===== config.mk =====
export PLATFORM = sky130hd
export DESIGN_NAME = spi_stat_irq
export DESIGN_NICKNAME = d
export VERILOG_FILES = /design/src/rtl/spi_stat_pkg.sv /design/src/rtl/spi_cfg_regs.sv /design/src/rtl/spi_rx_unit.sv /design/src/rtl/spi_txmf_unit.sv /design/src/rtl/spi_irq_gen.sv /design/src/rtl/spi_stat_irq.sv
export SDC_FILE = /design/constraint.sdc
export NUM_CORES = 1
export LEC_CHECK = 0
export BUFFER_PORTS_ARGS = -buffer_cell sky130_fd_sc_hd__buf_4
export CORE_ASPECT_RATIO = 1.4
export CORE_MARGIN = 5
export CORE_UTILIZATION = 30
export CTS_CLUSTER_SIZE = 25
export DETAILED_ROUTE_END_ITERATION = 10
export HOLD_SLACK_MARGIN = 0.05
export SKIP_CTS_REPAIR_TIMING = 1
export SLEW_MARGIN = 20
export SYNTH_ARGS = -nofsm -noshare
export SYNTH_HDL_FRONTEND = slang
export SYNTH_SLANG_ARGS = --single-unit

===== constraint.sdc =====
create_clock -name clk -period 1.7 [get_ports clk]
set_input_delay 0 -clock clk [delete_from_list [all_inputs] [get_ports clk]]
set_output_delay 0 -clock clk [all_outputs]
set_load 0.05 [all_outputs]

===== src/rtl/spi_stat_pkg.sv =====
package spi_stat_pkg;
  localparam int ADDR_W = 3;

  localparam logic [ADDR_W-1:0] A_CTRL_A  = 3'd0;
  localparam logic [ADDR_W-1:0] A_CTRL_B  = 3'd1;
  localparam logic [ADDR_W-1:0] A_STATUS  = 3'd2;
  localparam logic [ADDR_W-1:0] A_DATA_HI = 3'd3;
  localparam logic [ADDR_W-1:0] A_DATA_LO = 3'd4;
  localparam logic [ADDR_W-1:0] A_MATCH_HI = 3'd5;
  localparam logic [ADDR_W-1:0] A_MATCH_LO = 3'd6;

  // CTRL_A bit positions
  localparam int B_EN     = 0;
  localparam int B_RX_IE  = 1;
  localparam int B_TX_IE  = 2;
  localparam int B_MASTER = 3;
  localparam int B_WIDE   = 4;

  // STATUS bit positions
  localparam int S_RX_FULL  = 0;
  localparam int S_TX_EMPTY = 1;
  localparam int S_MFAULT   = 2;
  localparam int S_MATCH    = 3;

  typedef struct packed {
    logic wr_ca;
    logic wr_cb;
    logic wr_st;
    logic wr_dh;
    logic wr_dl;
    logic wr_mh;
    logic wr_ml;
    logic rd_st;
    logic rd_dl;
  } bus_stb_t;
endpackage


===== src/rtl/spi_cfg_regs.sv =====
module spi_cfg_regs
  import spi_stat_pkg::*;
#(
  parameter int BYTE_W = 8,
  localparam int DATA_W = 2 * BYTE_W
) (
  input  logic              clk,
  input  logic              rst,
  input  bus_stb_t          stb,
  input  logic [BYTE_W-1:0] wdata,
  input  logic              mf_set,
  output logic              en,
  output logic              rx_ie,
  output logic              tx_ie,
  output logic              wide,
  output logic              m_ie,
  output logic              master,
  output logic [DATA_W-1:0] match_val
);
  always_ff @(posedge clk) begin
    if (rst) begin
      en        <= 1'b0;
      rx_ie     <= 1'b0;
      tx_ie     <= 1'b0;
      wide      <= 1'b0;
      m_ie      <= 1'b0;
      match_val <= '0;
    end else begin
      if (stb.wr_ca) begin
        en    <= wdata[B_EN];
        rx_ie <= wdata[B_RX_IE];
        tx_ie <= wdata[B_TX_IE];
        wide  <= wdata[B_WIDE];
      end
      if (stb.wr_cb) m_ie <= wdata[0];
      if (stb.wr_mh) match_val[DATA_W-1:BYTE_W] <= wdata;
      if (stb.wr_ml) match_val[BYTE_W-1:0] <= wdata;
    end
  end

  // A mode fault wins over a control write in the same cycle.
  always_ff @(posedge clk) begin
    if (rst)            master <= 1'b0;
    else if (mf_set)    master <= 1'b0;
    else if (stb.wr_ca) master <= wdata[B_MASTER];
  end

  p_master_drop_r6: assert property (@(posedge clk) disable iff (rst)
    mf_set |=> !master);
endmodule


===== src/rtl/spi_rx_unit.sv =====
module spi_rx_unit
  import spi_stat_pkg::*;
#(
  parameter int BYTE_W = 8,
  localparam int DATA_W = 2 * BYTE_W
) (
  input  logic              clk,
  input  logic              rst,
  input  bus_stb_t          stb,
  input  logic [BYTE_W-1:0] wdata,
  input  logic              wide,
  input  logic [DATA_W-1:0] match_val,
  input  logic              xfer_done,
  input  logic [DATA_W-1:0] xfer_word,
  output logic [DATA_W-1:0] rx_buf,
  output logic              rx_full,
  output logic              match
);
  logic rx_arm, m_arm;
  logic store, hit, rx_clr, m_clr;

  assign store  = xfer_done & ~rx_full;
  assign hit    = wide ? (xfer_word == match_val)
                       : (xfer_word[BYTE_W-1:0] == match_val[BYTE_W-1:0]);
  assign rx_clr = rx_full & rx_arm & stb.rd_dl;
  assign m_clr  = match & m_arm & stb.wr_st & wdata[S_MATCH];

  always_ff @(posedge clk) begin
    if (rst) begin
      rx_buf <= '0;
    end else if (store) begin
      rx_buf[BYTE_W-1:0] <= xfer_word[BYTE_W-1:0];
      if (wide) rx_buf[DATA_W-1:BYTE_W] <= xfer_word[DATA_W-1:BYTE_W];
    end
  end

  always_ff @(posedge clk) begin
    if (rst) begin
      rx_full <= 1'b0;
      rx_arm  <= 1'b0;
    end else if (store) begin
      rx_full <= 1'b1;
    end else if (rx_clr) begin
      rx_full <= 1'b0;
      rx_arm  <= 1'b0;
    end else if (stb.rd_st && rx_full) begin
      rx_arm  <= 1'b1;
    end
  end

  always_ff @(posedge clk) begin
    if (rst) begin
      match <= 1'b0;
      m_arm <= 1'b0;
    end else if (store && hit) begin
      match <= 1'b1;
    end else if (m_clr) begin
      match <= 1'b0;
      m_arm <= 1'b0;
    end else if (stb.rd_st && match) begin
      m_arm <= 1'b1;
    end
  end

  p_rx_full_held_r5: assert property (@(posedge clk) disable iff (rst)
    (rx_full && !stb.rd_dl) |=> rx_full);
  p_drop_keeps_buf_r5: assert property (@(posedge clk) disable iff (rst)
    (rx_full && xfer_done) |=> $stable(rx_buf));
  p_match_held_r9: assert property (@(posedge clk) disable iff (rst)
    (match && !stb.wr_st) |=> match);
endmodule


===== src/rtl/spi_txmf_unit.sv =====
module spi_txmf_unit
  import spi_stat_pkg::*;
#(
  parameter int BYTE_W = 8,
  localparam int DATA_W = 2 * BYTE_W
) (
  input  logic              clk,
  input  logic              rst,
  input  bus_stb_t          stb,
  input  logic [BYTE_W-1:0] wdata,
  input  logic              en,
  input  logic              master,
  input  logic              tx_load,
  input  logic              mf_det,
  output logic              mf_set,
  output logic              mfault,
  output logic              tx_empty,
  output logic [DATA_W-1:0] tx_buf,
  output logic              abort
);
  logic tx_arm, mf_arm;
  logic tx_clr, mf_clr;

  assign mf_set = mf_det & master & en;
  assign tx_clr = tx_empty & tx_arm & stb.wr_dl;
  assign mf_clr = mfault & mf_arm & stb.wr_ca;

  always_ff @(posedge clk) begin
    if (rst) begin
      tx_buf <= '0;
    end else begin
      if (stb.wr_dh) tx_buf[DATA_W-1:BYTE_W] <= wdata;
      if (stb.wr_dl) tx_buf[BYTE_W-1:0] <= wdata;
    end
  end

  always_ff @(posedge clk) begin
    if (rst) begin
      tx_empty <= 1'b1;
      tx_arm   <= 1'b0;
    end else if (tx_load) begin
      tx_empty <= 1'b1;
    end else if (tx_clr) begin
      tx_empty <= 1'b0;
      tx_arm   <= 1'b0;
    end else if (stb.rd_st && tx_empty) begin
      tx_arm   <= 1'b1;
    end
  end

  always_ff @(posedge clk) begin
    if (rst) begin
      mfault <= 1'b0;
      mf_arm <= 1'b0;
      abort  <= 1'b0;
    end else begin
      abort <= mf_set;
      if (mf_set) begin
        mfault <= 1'b1;
      end else if (mf_clr) begin
        mfault <= 1'b0;
        mf_arm <= 1'b0;
      end else if (stb.rd_st && mfault) begin
        mf_arm <= 1'b1;
      end
    end
  end

  p_abort_single_r6: assert property (@(posedge clk) disable iff (rst)
    abort |=> !abort);
  p_mf_held_r7: assert property (@(posedge clk) disable iff (rst)
    (mfault && !stb.wr_ca) |=> mfault);
  p_tx_reload_r8: assert property (@(posedge clk) disable iff (rst)
    tx_load |=> tx_empty);
endmodule


===== src/rtl/spi_irq_gen.sv =====
module spi_irq_gen (
  input  logic clk,
  input  logic rst,
  input  logic en,
  input  logic rx_ie,
  input  logic tx_ie,
  input  logic m_ie,
  input  logic rx_full,
  input  logic mfault,
  input  logic tx_empty,
  input  logic match,
  output logic irq
);
  logic req;

  assign req = en & ((rx_ie & (rx_full | mfault)) |
                     (tx_ie & tx_empty) |
                     (m_ie & match));

  always_ff @(posedge clk) begin
    if (rst) irq <= 1'b0;
    else     irq <= req;
  end

  p_quiet_when_off_r1: assert property (@(posedge clk) disable iff (rst)
    !en |=> !irq);
  p_mf_request_r7: assert property (@(posedge clk) disable iff (rst)
    (en && rx_ie && mfault) |=> irq);
  p_tx_request_r2: assert property (@(posedge clk) disable iff (rst)
    (en && tx_ie && tx_empty) |=> irq);
endmodule


===== src/rtl/spi_stat_irq.sv =====
module spi_stat_irq
  import spi_stat_pkg::*;
#(
  parameter int BYTE_W = 8,
  localparam int DATA_W = 2 * BYTE_W
) (
  input  logic              clk,
  input  logic              rst,
  input  logic              bus_wr,
  input  logic              bus_rd,
  input  logic [ADDR_W-1:0] bus_addr,
  input  logic [BYTE_W-1:0] bus_wdata,
  output logic [BYTE_W-1:0] bus_rdata,
  input  logic              xfer_done,
  input  logic [DATA_W-1:0] xfer_word,
  input  logic              tx_load,
  input  logic              mf_det,
  output logic [DATA_W-1:0] tx_word,
  output logic              irq,
  output logic              master,
  output logic              abort
);
  bus_stb_t          stb;
  logic              en, rx_ie, tx_ie, wide, m_ie;
  logic [DATA_W-1:0] match_val, rx_buf;
  logic              rx_full, match, mfault, tx_empty, mf_set;
  logic [BYTE_W-1:0] status_byte, ctrl_a_byte;

  always_comb begin
    stb.wr_ca = bus_wr && (bus_addr == A_CTRL_A);
    stb.wr_cb = bus_wr && (bus_addr == A_CTRL_B);
    stb.wr_st = bus_wr && (bus_addr == A_STATUS);
    stb.wr_dh = bus_wr && (bus_addr == A_DATA_HI);
    stb.wr_dl = bus_wr && (bus_addr == A_DATA_LO);
    stb.wr_mh = bus_wr && (bus_addr == A_MATCH_HI);
    stb.wr_ml = bus_wr && (bus_addr == A_MATCH_LO);
    stb.rd_st = bus_rd && (bus_addr == A_STATUS);
    stb.rd_dl = bus_rd && (bus_addr == A_DATA_LO);
  end

  spi_cfg_regs #(.BYTE_W(BYTE_W)) u_cfg (
    .clk(clk), .rst(rst), .stb(stb), .wdata(bus_wdata), .mf_set(mf_set),
    .en(en), .rx_ie(rx_ie), .tx_ie(tx_ie), .wide(wide), .m_ie(m_ie),
    .master(master), .match_val(match_val)
  );

  spi_rx_unit #(.BYTE_W(BYTE_W)) u_rx (
    .clk(clk), .rst(rst), .stb(stb), .wdata(bus_wdata), .wide(wide),
    .match_val(match_val), .xfer_done(xfer_done), .xfer_word(xfer_word),
    .rx_buf(rx_buf), .rx_full(rx_full), .match(match)
  );

  spi_txmf_unit #(.BYTE_W(BYTE_W)) u_txmf (
    .clk(clk), .rst(rst), .stb(stb), .wdata(bus_wdata), .en(en),
    .master(master), .tx_load(tx_load), .mf_det(mf_det), .mf_set(mf_set),
    .mfault(mfault), .tx_empty(tx_empty), .tx_buf(tx_word), .abort(abort)
  );

  spi_irq_gen u_irq (
    .clk(clk), .rst(rst), .en(en), .rx_ie(rx_ie), .tx_ie(tx_ie),
    .m_ie(m_ie), .rx_full(rx_full), .mfault(mfault), .tx_empty(tx_empty),
    .match(match), .irq(irq)
  );

  always_comb begin
    status_byte = '0;
    status_byte[S_RX_FULL]  = rx_full;
    status_byte[S_TX_EMPTY] = tx_empty;
    status_byte[S_MFAULT]   = mfault;
    status_byte[S_MATCH]    = match;
    ctrl_a_byte = '0;
    ctrl_a_byte[B_EN]     = en;
    ctrl_a_byte[B_RX_IE]  = rx_ie;
    ctrl_a_byte[B_TX_IE]  = tx_ie;
    ctrl_a_byte[B_MASTER] = master;
    ctrl_a_byte[B_WIDE]   = wide;
  end

  always_ff @(posedge clk) begin
    if (rst) begin
      bus_rdata <= '0;
    end else if (bus_rd) begin
      case (bus_addr)
        A_CTRL_A:   bus_rdata <= ctrl_a_byte;
        A_CTRL_B:   bus_rdata <= {{(BYTE_W-1){1'b0}}, m_ie};
        A_STATUS:   bus_rdata <= status_byte;
        A_DATA_HI:  bus_rdata <= rx_buf[DATA_W-1:BYTE_W];
        A_DATA_LO:  bus_rdata <= rx_buf[BYTE_W-1:0];
        A_MATCH_HI: bus_rdata <= match_val[DATA_W-1:BYTE_W];
        A_MATCH_LO: bus_rdata <= match_val[BYTE_W-1:0];
        default:    bus_rdata <= '0;
      endcase
    end
  end

  p_abort_leaves_master_r6: assert property (@(posedge clk) disable iff (rst)
    abort |-> !master);
endmodule


==> impl_metrics.py <==
metrics = {
    "timing": {
        "period_needed_ps": 1420,
        "max_freq_mhz": 705,
        "slew_violations": 0,
        "finalHoldViolCount": 0,
        "fin_ws_ps": 281,
        "finClkSkew_ps": 6.45,
        "setup_viol": 0,
        "maxSlewHeadroom_pct": 62.1,
        "tightest_slew_ps": 567,
        "finalCritPeriodShare_pct": 83.5,
        "fin_setup_tns_ps": 0,
        "grt_setup_unrepaired": "no",
    },
    "grt": {
        "grt_first_pass_wirelength_um": 15800,
        "antenna_found_initial": 0,
        "grt_max_degree": 38,
        "grtUsageTotal_pct": 15.5,
        "grt_overflow": 0,
        "grt_pass1_vias": 3028,
    },
    "place": {
        "pre_cts_slack_ps": 322,
        "portBuffers": 60,
        "gp_congestion": 0.825,
        "dpl.hpwl_um": 7450,
    },
    "layout": {
        "final_core_util_pct": 42.0,
        "antenna_cells": 0,
        "multi_input_area_mm2": 0.00165,
        "seqCellArea_mm2": 0.00144,
        "drive_gt1_share_pct": 18.3,
        "layout_common_cells": "nand2_1, dfxtp_1, buf_4",
        "areaGrowthSynthToFinish_pct": 36.4,
        "layout_commonest_cell": "nand2_1",
        "n_fill_cell": 1097,
        "nets": 522,
    },
    "setup_path": {
        "timing.rr.end": "u_rx.m_arm$_SDFFE_PP0P_",
        "worstPathCellList": "dlygate4sd3_1 > buf_4 > xnor2_1 > nand4_1 > o21ai_0 > a31oi_1 > o221a_2",
        "critPathLaunchType": "input port",
        "worstReg2RegStart": "u_cfg.match_val[11]$_SDFFE_PP0P_",
        "r2r_cells": 5,
        "critical_path_peak_fanout": 3,
        "cp_num_cells": 7,
        "critical_path_class": "input port to flip-flop",
        "slowest_stage": "dlygate4sd3_1",
        "end_kind": "flip-flop",
        "cp-endpoint": "u_rx.m_arm$_SDFFE_PP0P_",
        "max_stage_delay_ps": 540,
        "rrSetupSlack_ps": 290,
        "arrival_ps": 1640,
        "cp.required_ps": 1920,
        "worst-path-buf-inv": 2,
        "startpoint": "xfer_word[10]",
        "critPathTopFamily": "buffers and inverters",
    },
    "drt": {
        "drt_iter0_drc": 230,
        "route.detailed.drc": 0,
        "drt_pass1_iterations": 4,
        "ant_nets": 0,
        "vias_per_cell": 4.91,
        "drt-wirelength-per-cell_um": 16.0,
        "wl_um": 10100,
        "num_vias": 3092,
    },
    "cts": {
        "h-tree-depth": 3,
        "cts_buffers": 9,
        "max-clock-path-buffers": 2,
        "clock_latency_ps": 330,
        "cts_tree": "yes",
        "cts_root_buf": "clkbuf_16",
        "clock-sinks": 72,
        "clk_pin_slew_ps": 60,
    },
    "die": {
        "die_h_um": 133,
        "num_rows": 44,
        "start_util_pct": 30.8,
        "die_area_mm2": 0.0129,
        "die_w_um": 97.5,
        "ios": 61,
        "core_area_mm2": 0.0105,
    },
    "synth": {
        "synth_area_mm2": 0.00322,
        "ys_types": 41,
        "yosys_warnings": 0,
        "async_reset_ff_share_pct": 0,
        "synth_seq_cells": 72,
        "synth-edff-count": 0,
        "synthFlopType": "dfxtp_1",
        "syn_area_per_cell_um2": 7.98,
        "syn_inst": 403,
        "synth_fp_nets": 437,
        "yosysSeqAreaShare_pct": 44.8,
    },
    "power_and_ir_drop": {
        "p_leak_nw": 1.66,
        "powerDensity_mw_per_mm2": 967,
        "irDropWorstVdd_mv": 0.534,
    },
    "worst_hold_path": {
        "hp-class": "input port to flip-flop",
    },
    "job": {
        "maxCapViolCount": 0,
    },
    "run_status": {
        "status": "finished clean",
    },
}
[worst min path at each step]
stage | startpoint | to | slack [ps] | cells past startpoint
3_3_place_gp | tx_load | u_txmf.tx_empty$_SDFFE_PP1P_ | 200 | 2
6_report | mf_det | u_txmf.abort$_SDFF_PP0_ | 40 | 3
2_1_floorplan | tx_load | u_txmf.tx_empty$_SDFFE_PP1P_ | 90 | 1
5_1_grt | mf_det | u_txmf.abort$_SDFF_PP0_ | 60 | 3
3_5_place_dp | tx_load | u_txmf.tx_empty$_SDFFE_PP1P_ | 200 | 2
4_1_cts | tx_load | u_txmf.tx_empty$_SDFFE_PP1P_ | -150 | 2
[power breakdown]
group	switching [mW]	total (mW)	internal [mW]
sequential	0.0284	1.75	1.73
clock	0.683	2.04	1.35
combinational	0.263	0.455	0.192
total	0.974	4.25	3.27
[layout make-up]
class,count,area share [%]
Clock buffer,12,5.84
Tap cell,138,3.93
Timing Repair Buffer,96,18.0
Sequential cell,72,32.8
Clock inverter,3,1.48
Inverter,4,0.342
Multi-Input combinational cell,305,37.5
[synthesized netlist by cell type (all sizes together) (2+ instances only)]
master / n / area share (%)
nor3b: 3 / 0.70
inv: 4 / 0.47
nor3: 4 / 1.5
xnor2: 12 / 3.3
o211ai: 3 / 0.70
a22oi: 2 / 0.47
xor2: 4 / 1.1
and3: 6 / 1.2
mux2: 2 / 0.70
a21oi: 63 / 9.8
buf: 13 / 2.5
nand3: 22 / 3.4
nand2b: 5 / 1.1
nor2: 19 / 2.2
o21ai: 9 / 1.4
o2bb2ai: 3 / 0.82
dfxtp: 72 / 45
nand4: 4 / 0.78
mux2i: 16 / 5.0
o221a: 2 / 0.70
nor2b: 3 / 0.58
a2bb2oi: 3 / 0.82
clkbuf: 9 / 1.1
o22ai: 2 / 0.39
nand2: 110 / 13
[kinds of logic (layout without fill, tap and decap cells)]
| logic type | after synthesis | after routing | share of synthesized area (%) |
|---|---|---|---|
| XOR/XNOR | 16 | 16 | 4.36 |
| AND/OR/NAND/NOR | 180 | 180 | 25.1 |
| buffers and inverters | 26 | 115 | 3.97 |
| flip-flops | 72 | 72 | 44.8 |
| multiplexers | 18 | 18 | 5.68 |
| AO/OA/AOI/OAI | 91 | 91 | 16.1 |
[sequential cells by signal, indices dropped and copies added, names as in the netlist, 8 cells and up]
signal           count
u_cfg.match_val     16
bus_rdata            8
u_txmf.tx_buf       16
u_rx.rx_buf         16
[metal layers]
layer,vias to the layer above,wire [um],track usage (%)
met1,1430,4190,17.7
met5,-,0,0
met3,13,609,4.32
met2,97,5060,27.2
li1,1552,-,-
met4,0,208,6.24
[worst register-to-register path, cell delays in order, from the launching register on]
cell	delay (ps)
dfxtp_1	380
xnor2_1	140
nand4_1	130
o21ai_0	270
a31oi_1	130
o221a_2	250
[through the flow]
stage / instances / total power [mW] / hold slack, ps / instance area (um2)
2_1_floorplan: 403 / 2.02 / 94.4 / 3220
3_3_place_gp: 587 / 2.19 / 196 / 3790
3_5_place_dp: 587 / 2.19 / 201 / 3790
4_1_cts: 602 / 4.25 / -155 / 4110
5_1_grt: 630 / 4.39 / 61.2 / 4390
6_report: 630 / 4.25 / 38.4 / 4390
No activity file was read; power rests on OpenSTA's default activity.
